===== config.mk =====
export PLATFORM = sky130hd
export DESIGN_NAME = lcd_char_ctrl
export DESIGN_NICKNAME = d
export VERILOG_FILES = /design/src/rtl/lcd_pkg.sv /design/src/rtl/lcd_req_encode.sv /design/src/rtl/lcd_bus_phy.sv /design/src/rtl/lcd_seq.sv /design/src/rtl/lcd_char_ctrl.sv
export SDC_FILE = /design/constraint.sdc
export NUM_CORES = 1
export LEC_CHECK = 0
export CORE_MARGIN = 2
export CORE_UTILIZATION = 57
export CTS_CLUSTER_DIAMETER = 40
export DETAILED_ROUTE_END_ITERATION = 16
export PLACE_DENSITY = 0.8
export SYNTH_ARGS = -nofsm -noshare
export SYNTH_HDL_FRONTEND = slang
export SYNTH_HIERARCHICAL = 1
export SYNTH_SLANG_ARGS = --single-unit

===== constraint.sdc =====
create_clock -name clk -period 3.55 [get_ports clk]
set_input_delay 0.5325 -clock clk [delete_from_list [all_inputs] [get_ports clk]]
set_output_delay 0.5325 -clock clk [all_outputs]
set_load 0.1 [all_outputs]

===== src/rtl/lcd_pkg.sv =====
package lcd_pkg;

    // request kind carried on req_kind
    typedef enum logic [1:0] {
        KIND_CMD   = 2'b00,
        KIND_CHAR  = 2'b01,
        KIND_GOTO  = 2'b10,
        KIND_GOTO2 = 2'b11
    } req_kind_e;

    // one pending bus write
    typedef struct packed {
        logic       rs;
        logic [7:0] code;
    } bus_item_t;

    typedef enum logic [2:0] {
        SQ_PWRUP,
        SQ_POLL_GO,
        SQ_POLL_WAIT,
        SQ_WR_GO,
        SQ_WR_WAIT,
        SQ_IDLE
    } seq_state_e;

    typedef enum logic [1:0] {
        PH_IDLE,
        PH_SETUP,
        PH_STROBE,
        PH_HOLD
    } phase_e;

    localparam int         START_LEN    = 4;
    localparam int         BUSY_BIT     = 7;
    localparam logic [7:0] OP_SET_ADDR  = 8'h80;
    localparam logic [7:0] OP_FUNC_8BIT = 8'h38;
    localparam logic [7:0] OP_DISP_ON   = 8'h0C;
    localparam logic [7:0] OP_CLEAR     = 8'h01;
    localparam logic [7:0] OP_ENTRY_INC = 8'h06;

    // start-up command list
    function automatic bus_item_t start_item(input logic [1:0] idx);
        bus_item_t it;
        it.rs = 1'b0;
        case (idx)
            2'd0:    it.code = OP_FUNC_8BIT;
            2'd1:    it.code = OP_DISP_ON;
            2'd2:    it.code = OP_CLEAR;
            default: it.code = OP_ENTRY_INC;
        endcase
        return it;
    endfunction

    // turn a host request into the bus write it stands for
    function automatic bus_item_t encode_req(input req_kind_e kind, input logic [7:0] data);
        bus_item_t it;
        case (kind)
            KIND_CMD:  begin it.rs = 1'b0; it.code = data; end
            KIND_CHAR: begin it.rs = 1'b1; it.code = data; end
            default:   begin it.rs = 1'b0; it.code = OP_SET_ADDR | {1'b0, data[6:0]}; end
        endcase
        return it;
    endfunction

endpackage


===== src/rtl/lcd_req_encode.sv =====
module lcd_req_encode
    import lcd_pkg::*;
(
    input  logic [1:0] kind,
    input  logic [7:0] data,
    output bus_item_t  item
);
    always_comb begin
        item = encode_req(req_kind_e'(kind), data);
    end
endmodule


===== src/rtl/lcd_bus_phy.sv =====
module lcd_bus_phy
    import lcd_pkg::*;
#(
    parameter int SETUP_CYCLES = 2,
    parameter int EN_CYCLES    = 12,
    parameter int HOLD_CYCLES  = 2
) (
    input  logic       clk,
    input  logic       rst,
    input  logic       start,
    input  logic       start_read,
    input  logic       start_rs,
    input  logic [7:0] start_data,
    output logic       done,
    output logic       busy_seen,
    output logic       lcd_rs,
    output logic       lcd_rw,
    output logic       lcd_en,
    output logic [7:0] lcd_db_out,
    output logic       lcd_db_oe,
    input  logic       flag_in
);
    localparam int MAX_A = (SETUP_CYCLES > EN_CYCLES) ? SETUP_CYCLES : EN_CYCLES;
    localparam int MAX_C = (MAX_A > HOLD_CYCLES) ? MAX_A : HOLD_CYCLES;
    localparam int CW    = $clog2(MAX_C + 1);
    localparam logic [CW-1:0] SU_LAST = CW'(SETUP_CYCLES - 1);
    localparam logic [CW-1:0] EN_LAST = CW'(EN_CYCLES - 1);
    localparam logic [CW-1:0] HD_LAST = CW'(HOLD_CYCLES - 1);

    phase_e        phase;
    logic [CW-1:0] cnt;

    assign done = (phase == PH_HOLD) && (cnt == HD_LAST);

    always_ff @(posedge clk) begin
        if (rst) begin
            phase      <= PH_IDLE;
            cnt        <= '0;
            lcd_rs     <= 1'b0;
            lcd_rw     <= 1'b0;
            lcd_en     <= 1'b0;
            lcd_db_out <= '0;
            lcd_db_oe  <= 1'b0;
            busy_seen  <= 1'b0;
        end else begin
            case (phase)
                PH_IDLE: begin
                    if (start) begin
                        lcd_rs     <= start_rs;
                        lcd_rw     <= start_read;
                        lcd_db_out <= start_data;
                        lcd_db_oe  <= ~start_read;
                        cnt        <= '0;
                        phase      <= PH_SETUP;
                    end
                end
                PH_SETUP: begin
                    if (cnt == SU_LAST) begin
                        cnt    <= '0;
                        lcd_en <= 1'b1;
                        phase  <= PH_STROBE;
                    end else begin
                        cnt <= cnt + 1'b1;
                    end
                end
                PH_STROBE: begin
                    if (cnt == EN_LAST) begin
                        cnt       <= '0;
                        lcd_en    <= 1'b0;
                        busy_seen <= flag_in;
                        phase     <= PH_HOLD;
                    end else begin
                        cnt <= cnt + 1'b1;
                    end
                end
                default: begin
                    if (cnt == HD_LAST) begin
                        cnt       <= '0;
                        lcd_db_oe <= 1'b0;
                        phase     <= PH_IDLE;
                    end else begin
                        cnt <= cnt + 1'b1;
                    end
                end
            endcase
        end
    end
endmodule


===== src/rtl/lcd_seq.sv =====
module lcd_seq
    import lcd_pkg::*;
#(
    parameter int PWRUP_CYCLES = 20000,
    parameter int POLL_LIMIT   = 4096
) (
    input  logic      clk,
    input  logic      rst,
    input  logic      req_valid,
    input  bus_item_t req_item,
    output logic      req_ready,
    output logic      err_timeout,
    output logic      init_done,
    output logic      acc_start,
    output logic      acc_read,
    output bus_item_t acc_item,
    input  logic      acc_done,
    input  logic      acc_busy
);
    localparam int PW = $clog2(PWRUP_CYCLES + 1);
    localparam int LW = $clog2(POLL_LIMIT + 1);
    localparam logic [PW-1:0] PWR_LAST  = PW'(PWRUP_CYCLES - 1);
    localparam logic [LW-1:0] POLL_LAST = LW'(POLL_LIMIT - 1);
    localparam logic [1:0]    STEP_LAST = 2'(START_LEN - 1);

    seq_state_e    state;
    bus_item_t     item_q;
    logic [PW-1:0] pwr_cnt;
    logic [LW-1:0] poll_cnt;
    logic [1:0]    step;
    logic          in_start;

    assign req_ready = (state == SQ_IDLE);
    assign acc_start = (state == SQ_POLL_GO) || (state == SQ_WR_GO);
    assign acc_read  = (state == SQ_POLL_GO);

    // status reads carry rs=0 and no data
    always_comb begin
        if (state == SQ_POLL_GO) begin
            acc_item = '{rs: 1'b0, code: 8'h00};
        end else begin
            acc_item = item_q;
        end
    end

    always_ff @(posedge clk) begin
        if (rst) begin
            state       <= SQ_PWRUP;
            item_q      <= '0;
            pwr_cnt     <= '0;
            poll_cnt    <= '0;
            step        <= '0;
            in_start    <= 1'b0;
            err_timeout <= 1'b0;
            init_done   <= 1'b0;
        end else begin
            case (state)
                SQ_PWRUP: begin
                    if (pwr_cnt == PWR_LAST) begin
                        item_q   <= start_item(2'd0);
                        step     <= 2'd0;
                        in_start <= 1'b1;
                        state    <= SQ_POLL_GO;
                    end else begin
                        pwr_cnt <= pwr_cnt + 1'b1;
                    end
                end
                SQ_POLL_GO: state <= SQ_POLL_WAIT;
                SQ_POLL_WAIT: begin
                    if (acc_done) begin
                        if (!acc_busy) begin
                            poll_cnt <= '0;
                            state    <= SQ_WR_GO;
                        end else if (poll_cnt == POLL_LAST) begin
                            poll_cnt    <= '0;
                            err_timeout <= 1'b1;
                            in_start    <= 1'b0;
                            state       <= SQ_IDLE;
                        end else begin
                            poll_cnt <= poll_cnt + 1'b1;
                            state    <= SQ_POLL_GO;
                        end
                    end
                end
                SQ_WR_GO: state <= SQ_WR_WAIT;
                SQ_WR_WAIT: begin
                    if (acc_done) begin
                        if (in_start && step != STEP_LAST) begin
                            step   <= step + 1'b1;
                            item_q <= start_item(step + 1'b1);
                            state  <= SQ_POLL_GO;
                        end else begin
                            if (in_start) begin
                                init_done <= 1'b1;
                            end
                            in_start <= 1'b0;
                            state    <= SQ_IDLE;
                        end
                    end
                end
                default: begin
                    if (req_valid) begin
                        item_q      <= req_item;
                        err_timeout <= 1'b0;
                        state       <= SQ_POLL_GO;
                    end
                end
            endcase
        end
    end
endmodule


===== src/rtl/lcd_char_ctrl.sv =====
module lcd_char_ctrl
    import lcd_pkg::*;
#(
    parameter int PWRUP_CYCLES = 20000,
    parameter int POLL_LIMIT   = 4096,
    parameter int SETUP_CYCLES = 2,
    parameter int EN_CYCLES    = 12,
    parameter int HOLD_CYCLES  = 2
) (
    input  logic       clk,
    input  logic       rst,
    input  logic       req_valid,
    input  logic [1:0] req_kind,
    input  logic [7:0] req_data,
    output logic       req_ready,
    output logic       err_timeout,
    output logic       init_done,
    output logic       lcd_rs,
    output logic       lcd_rw,
    output logic       lcd_en,
    output logic [7:0] lcd_db_out,
    output logic       lcd_db_oe,
    input  logic [7:0] lcd_db_in
);
    bus_item_t req_item;
    bus_item_t acc_item;
    logic      acc_start;
    logic      acc_read;
    logic      acc_done;
    logic      acc_busy;
    logic      unused_addr_bits;

    // only the busy bit of a status read is used
    assign unused_addr_bits = ^lcd_db_in[BUSY_BIT-1:0];

    lcd_req_encode u_enc (
        .kind (req_kind),
        .data (req_data),
        .item (req_item)
    );

    lcd_seq #(
        .PWRUP_CYCLES (PWRUP_CYCLES),
        .POLL_LIMIT   (POLL_LIMIT)
    ) u_seq (
        .clk         (clk),
        .rst         (rst),
        .req_valid   (req_valid),
        .req_item    (req_item),
        .req_ready   (req_ready),
        .err_timeout (err_timeout),
        .init_done   (init_done),
        .acc_start   (acc_start),
        .acc_read    (acc_read),
        .acc_item    (acc_item),
        .acc_done    (acc_done),
        .acc_busy    (acc_busy)
    );

    lcd_bus_phy #(
        .SETUP_CYCLES (SETUP_CYCLES),
        .EN_CYCLES    (EN_CYCLES),
        .HOLD_CYCLES  (HOLD_CYCLES)
    ) u_phy (
        .clk        (clk),
        .rst        (rst),
        .start      (acc_start),
        .start_read (acc_read),
        .start_rs   (acc_item.rs),
        .start_data (acc_item.code),
        .done       (acc_done),
        .busy_seen  (acc_busy),
        .lcd_rs     (lcd_rs),
        .lcd_rw     (lcd_rw),
        .lcd_en     (lcd_en),
        .lcd_db_out (lcd_db_out),
        .lcd_db_oe  (lcd_db_oe),
        .flag_in    (lcd_db_in[BUSY_BIT])
    );
endmodule


==> impl_metrics.csv <==
group,metric,value,unit
global_route,grt_pass1_wl,12600,um
power_and_ir_drop,power.leakage,1.33,nW
route,vias,3029,
logic_synthesis,yosysWarningCount,6,
global_route,grt_max_degree,49,
logic_synthesis,avgSynthCellArea,8.33,sq um
logic_synthesis,synth_edf_count,0,
logic_synthesis,syn_inst,425,
logic_synthesis,synth_area_leaders,"dfxtp_1 (36%), a21oi_1 (4.8%), ha_1 (4.2%)",
power_and_ir_drop,power_density,473,nW/um^2
worst_setup_path,required,3760,ps
die,fp-row-count,28,
timing,post-route-period-util,0.718,
route,wl_per_cell,14.1,um
worst_setup_path,regToRegSetupSlack,1000,ps
timing,setup_viol,0,
final_layout,regArea,1280,sq um
hold_path,hp-class,"reg -> reg",
worst_setup_path,max_stage_delay,460,ps
die,start_util,0.595,
final_layout,n_antenna_cell,0,
worst_setup_path,r2r_start,"u_phy/cnt[0]$_SDFFE_PP0P_",
final_layout,fillers,504,
final_layout,areaGrowthSynthToFinish,13.3,%
timing,holdWs,455,ps
timing,fin_worst_skew,8.49,ps
final_layout,fin_nets,469,
cts,cts_resized,0,
placed_design,dpl.hpwl,4850,um
cts,numCtsBuffers,9,
logic_synthesis,synthMuxAreaShare,0.0329,
logic_synthesis,synthAdderAreaFrac,0.0424,
global_route,grt_overflow_total,0,
worst_setup_path,path_cells,"ha_1 -> nor3b_1 -> and2_1 -> nand4bb_1 -> nor4_1 -> xnor2_1 -> nor2_1",
route,drc,0,
logic_synthesis,yosys.area_share.simple,0.304,
logic_synthesis,synth_xor_area_frac,0.0272,
logic_synthesis,syn_nets,458,
global_route,track_usage,0.216,
timing,max_slew_margin,0.337,
worst_setup_path,cp_max_fo,11,
cts,path_clk_slew,70,ps
die,core_area,5960,sq um
run_status,outcome,"completed",
die,die_x,82.8,um
global_route,grt_pass1_vias,2818,
cts,clockBufferDepth,2,
cts,cts_sinks,64,
logic_synthesis,synth.distinct_cells,67,
cts,cts_tree,"yes",
run,drv_cap,0,
timing,fin_tns_setup,0,ps
cts,h-tree-depth,3,
route,ant_nets,0,
logic_synthesis,seq_area_frac_synth,0.362,
placed_design,numPortBuffers,28,
worst_setup_path,criticalPathCategory,"reg -> reg",
route,wl,7280,um
logic_synthesis,yosysTopAreaCell,"dfxtp_1",
logic_synthesis,synthArstFlopShare,0,
die,die_y,82.8,um
die,top_level_ports,36,
final_layout,multi_input_area,2020,sq um
hold_path,hold_depth,2,
timing,worst_pin_slew,992,ps
route,vias_per_cell,5.87,
cts,clkLatencyLatePin,330,ps
hold_path,worstHoldStart,"u_phy/lcd_db_out[2]$_SDFFE_PP0P_",
timing,min_period,2550,ps
logic_synthesis,netlist_area,3540,sq um
placed_design,gp_congestion,0.821,
route,drt-pass1-iter-count,4,
worst_setup_path,worst_path_max_delay_cell,"nor4_1",
worst_setup_path,worst_setup_path_start_kind,"register",
logic_synthesis,synth_seq_cells,64,
worst_setup_path,reg2reg_depth,7,
global_route,antenna_found_initial,0,
timing,rsz0062_at_grt,"no",
worst_setup_path,end_kind,"register",
cts,cts_hold_buffers,0,
logic_synthesis,synth_top_area_frac,0.362,
worst_setup_path,timing.rr.end,"u_seq/poll_cnt[9]$_SDFFE_PP0P_",
logic_synthesis,synthFlopType,"dfxtp_1",
logic_synthesis,synth_top_family_by_area,"simple AND/OR/NAND/NOR gates",
worst_setup_path,critPathArrivalTime,2760,ps
cts,cts_setup_buffers,0,
timing,slew_viol_final,0,
timing,fmax,392,MHz
logic_synthesis,synth-compound-area-share,0.165,
cts,clockRootBuffer,"clkbuf_8",
timing,final_hold_viol_count,0,
die,fp.dieArea,6860,sq um
hold_path,holdPathEnd,"u_phy/lcd_db_out[2]$_SDFFE_PP0P_",
final_layout,drive_above_1_share,0.0930,
power_and_ir_drop,peakVddDrop,307,uV
route,drt-initial-drc-count,238,
## metrics by stage
stage / std cells / power (mW) / area (sq um) / utilization / worst slack (ps)
2_1_floorplan: 425 / 1.07 / 3540 / - / 875
3_3_place_gp: 500 / 1.12 / 3760 / 0.631 / 1070
3_5_place_dp: 500 / 1.13 / 3760 / 0.631 / 1040
4_1_cts: 516 / 1.91 / 4010 / 0.674 / 1010
5_1_grt: 516 / 1.99 / 4010 / 0.674 / 759
6_report: 516 / 1.90 / 4010 / 0.674 / 1000
## power breakdown
group / total, mW / leakage [nW] / internal, mW / switching, mW
clock: 0.783 / 0.126 / 0.504 / 0.279
combinational: 0.328 / 0.692 / 0.134 / 0.194
sequential: 0.788 / 0.517 / 0.751 / 0.0365
total: 1.90 / 1.33 / 1.39 / 0.510
## cells by family after synthesis
| kind of cell | count (synthesis) |
|---|---|
| AOI/OAI and AO/OA | 89 |
| xor gates and xnor gates | 11 |
| adders and majority gates | 12 |
| buffers and inverters | 47 |
| DFF | 64 |
| muxes | 10 |
| and+or+nand+nor | 192 |
## synthesized netlist by cell type, types with 2 or more instances
| cell type | count |
|---|---|
| dfxtp_1 | 64 |
| nor2_1 | 40 |
| nand2_1 | 35 |
| a21oi_1 | 34 |
| nand3_1 | 20 |
| clkbuf_1 | 18 |
| nor2b_1 | 18 |
| inv_1 | 15 |
| nand2b_1 | 14 |
| ha_1 | 12 |
| o21ai_0 | 12 |
| xnor2_1 | 10 |
| nor3_1 | 9 |
| nor4_1 | 9 |
| buf_4 | 8 |
| o21ai_1 | 7 |
| a31oi_1 | 6 |
| mux2i_1 | 6 |
| nand4_1 | 6 |
| a311oi_1 | 5 |
| a211oi_1 | 4 |
| buf_6 | 4 |
| nand3b_1 | 4 |
| mux2_4 | 3 |
| nor3b_1 | 3 |
| o21a_1 | 3 |
| or2_1 | 3 |
| or3_1 | 3 |
| or4_1 | 3 |
| a22oi_1 | 2 |
| a31o_2 | 2 |
| and2_1 | 2 |
| and3_1 | 2 |
| buf_1 | 2 |
| nand3_2 | 2 |
| nand4b_1 | 2 |
| nand4bb_1 | 2 |
| o21bai_1 | 2 |
## state kept, by name, summed over array words and instances, names as in the netlist, 2 cells and up
signal	count
u_phy/cnt	4
u_seq/item_q	9
u_phy/lcd_db_out	8
u_phy/phase	2
u_seq/pwr_cnt	15
u_seq/state	3
u_seq/step	2
u_seq/poll_cnt	13
## per-layer routing
metal,vias up,track usage,part of all wire
met5,-,0,0
met1,1428,0.275,0.47
met2,61,0.361,0.48
met3,11,0.0537,0.037
met4,0,0.0641,0.013
li1,1529,-,-
## placed cells by master, fill, tap and decap left out, drive strengths merged, types with 9 or more instances in the layout
cell type	Yosys	final
nor4	11	11
nand2	35	35
nor2b	18	18
a21oi	34	34
clkbuf	18	11
nor2	40	40
nand3	22	22
dfxtp	64	64
clkdlybuf4s50	0	26
nand2b	14	14
inv	15	15
ha	12	12
o21ai	19	19
nor3	9	9
xnor2	10	10
## critical path, delay by kind of cell (launching register included)
| kind | cells | cell delay, ps |
|---|---|---|
| adders and majority gates | 1 | 260 |
| xor gates and xnor gates | 1 | 160 |
| DFF | 1 | 400 |
| and+or+nand+nor | 5 | 1600 |
## area by class of cell
cell class	count	share of cell area
Clock buffer	11	0.0377
Clock inverter	5	0.0256
Inverter	15	0.0140
Multi-Input combinational cell	314	0.504
Sequential cell	64	0.319
Tap cell	75	0.0234
Timing Repair Buffer	32	0.0755
## how the worst max path moves through the flow
stage                                                 to  depth (start not counted)                        start  slack, ps
after floorplan                                req_ready                          4  u_seq/state[2]$_SDFFE_PP0P_        870
after global placement    u_seq/poll_cnt[9]$_SDFFE_PP0P_                          7    u_phy/cnt[0]$_SDFFE_PP0P_       1070
after detailed placement  u_seq/poll_cnt[9]$_SDFFE_PP0P_                          7    u_phy/cnt[0]$_SDFFE_PP0P_       1040
after CTS                 u_seq/poll_cnt[9]$_SDFFE_PP0P_                          7    u_phy/cnt[0]$_SDFFE_PP0P_       1010
after global routing      u_seq/poll_cnt[7]$_SDFFE_PP0P_                          7    u_phy/cnt[0]$_SDFFE_PP0P_        760
final                     u_seq/poll_cnt[9]$_SDFFE_PP0P_                          7    u_phy/cnt[0]$_SDFFE_PP0P_       1000
(Power assumes the default switching activity.)
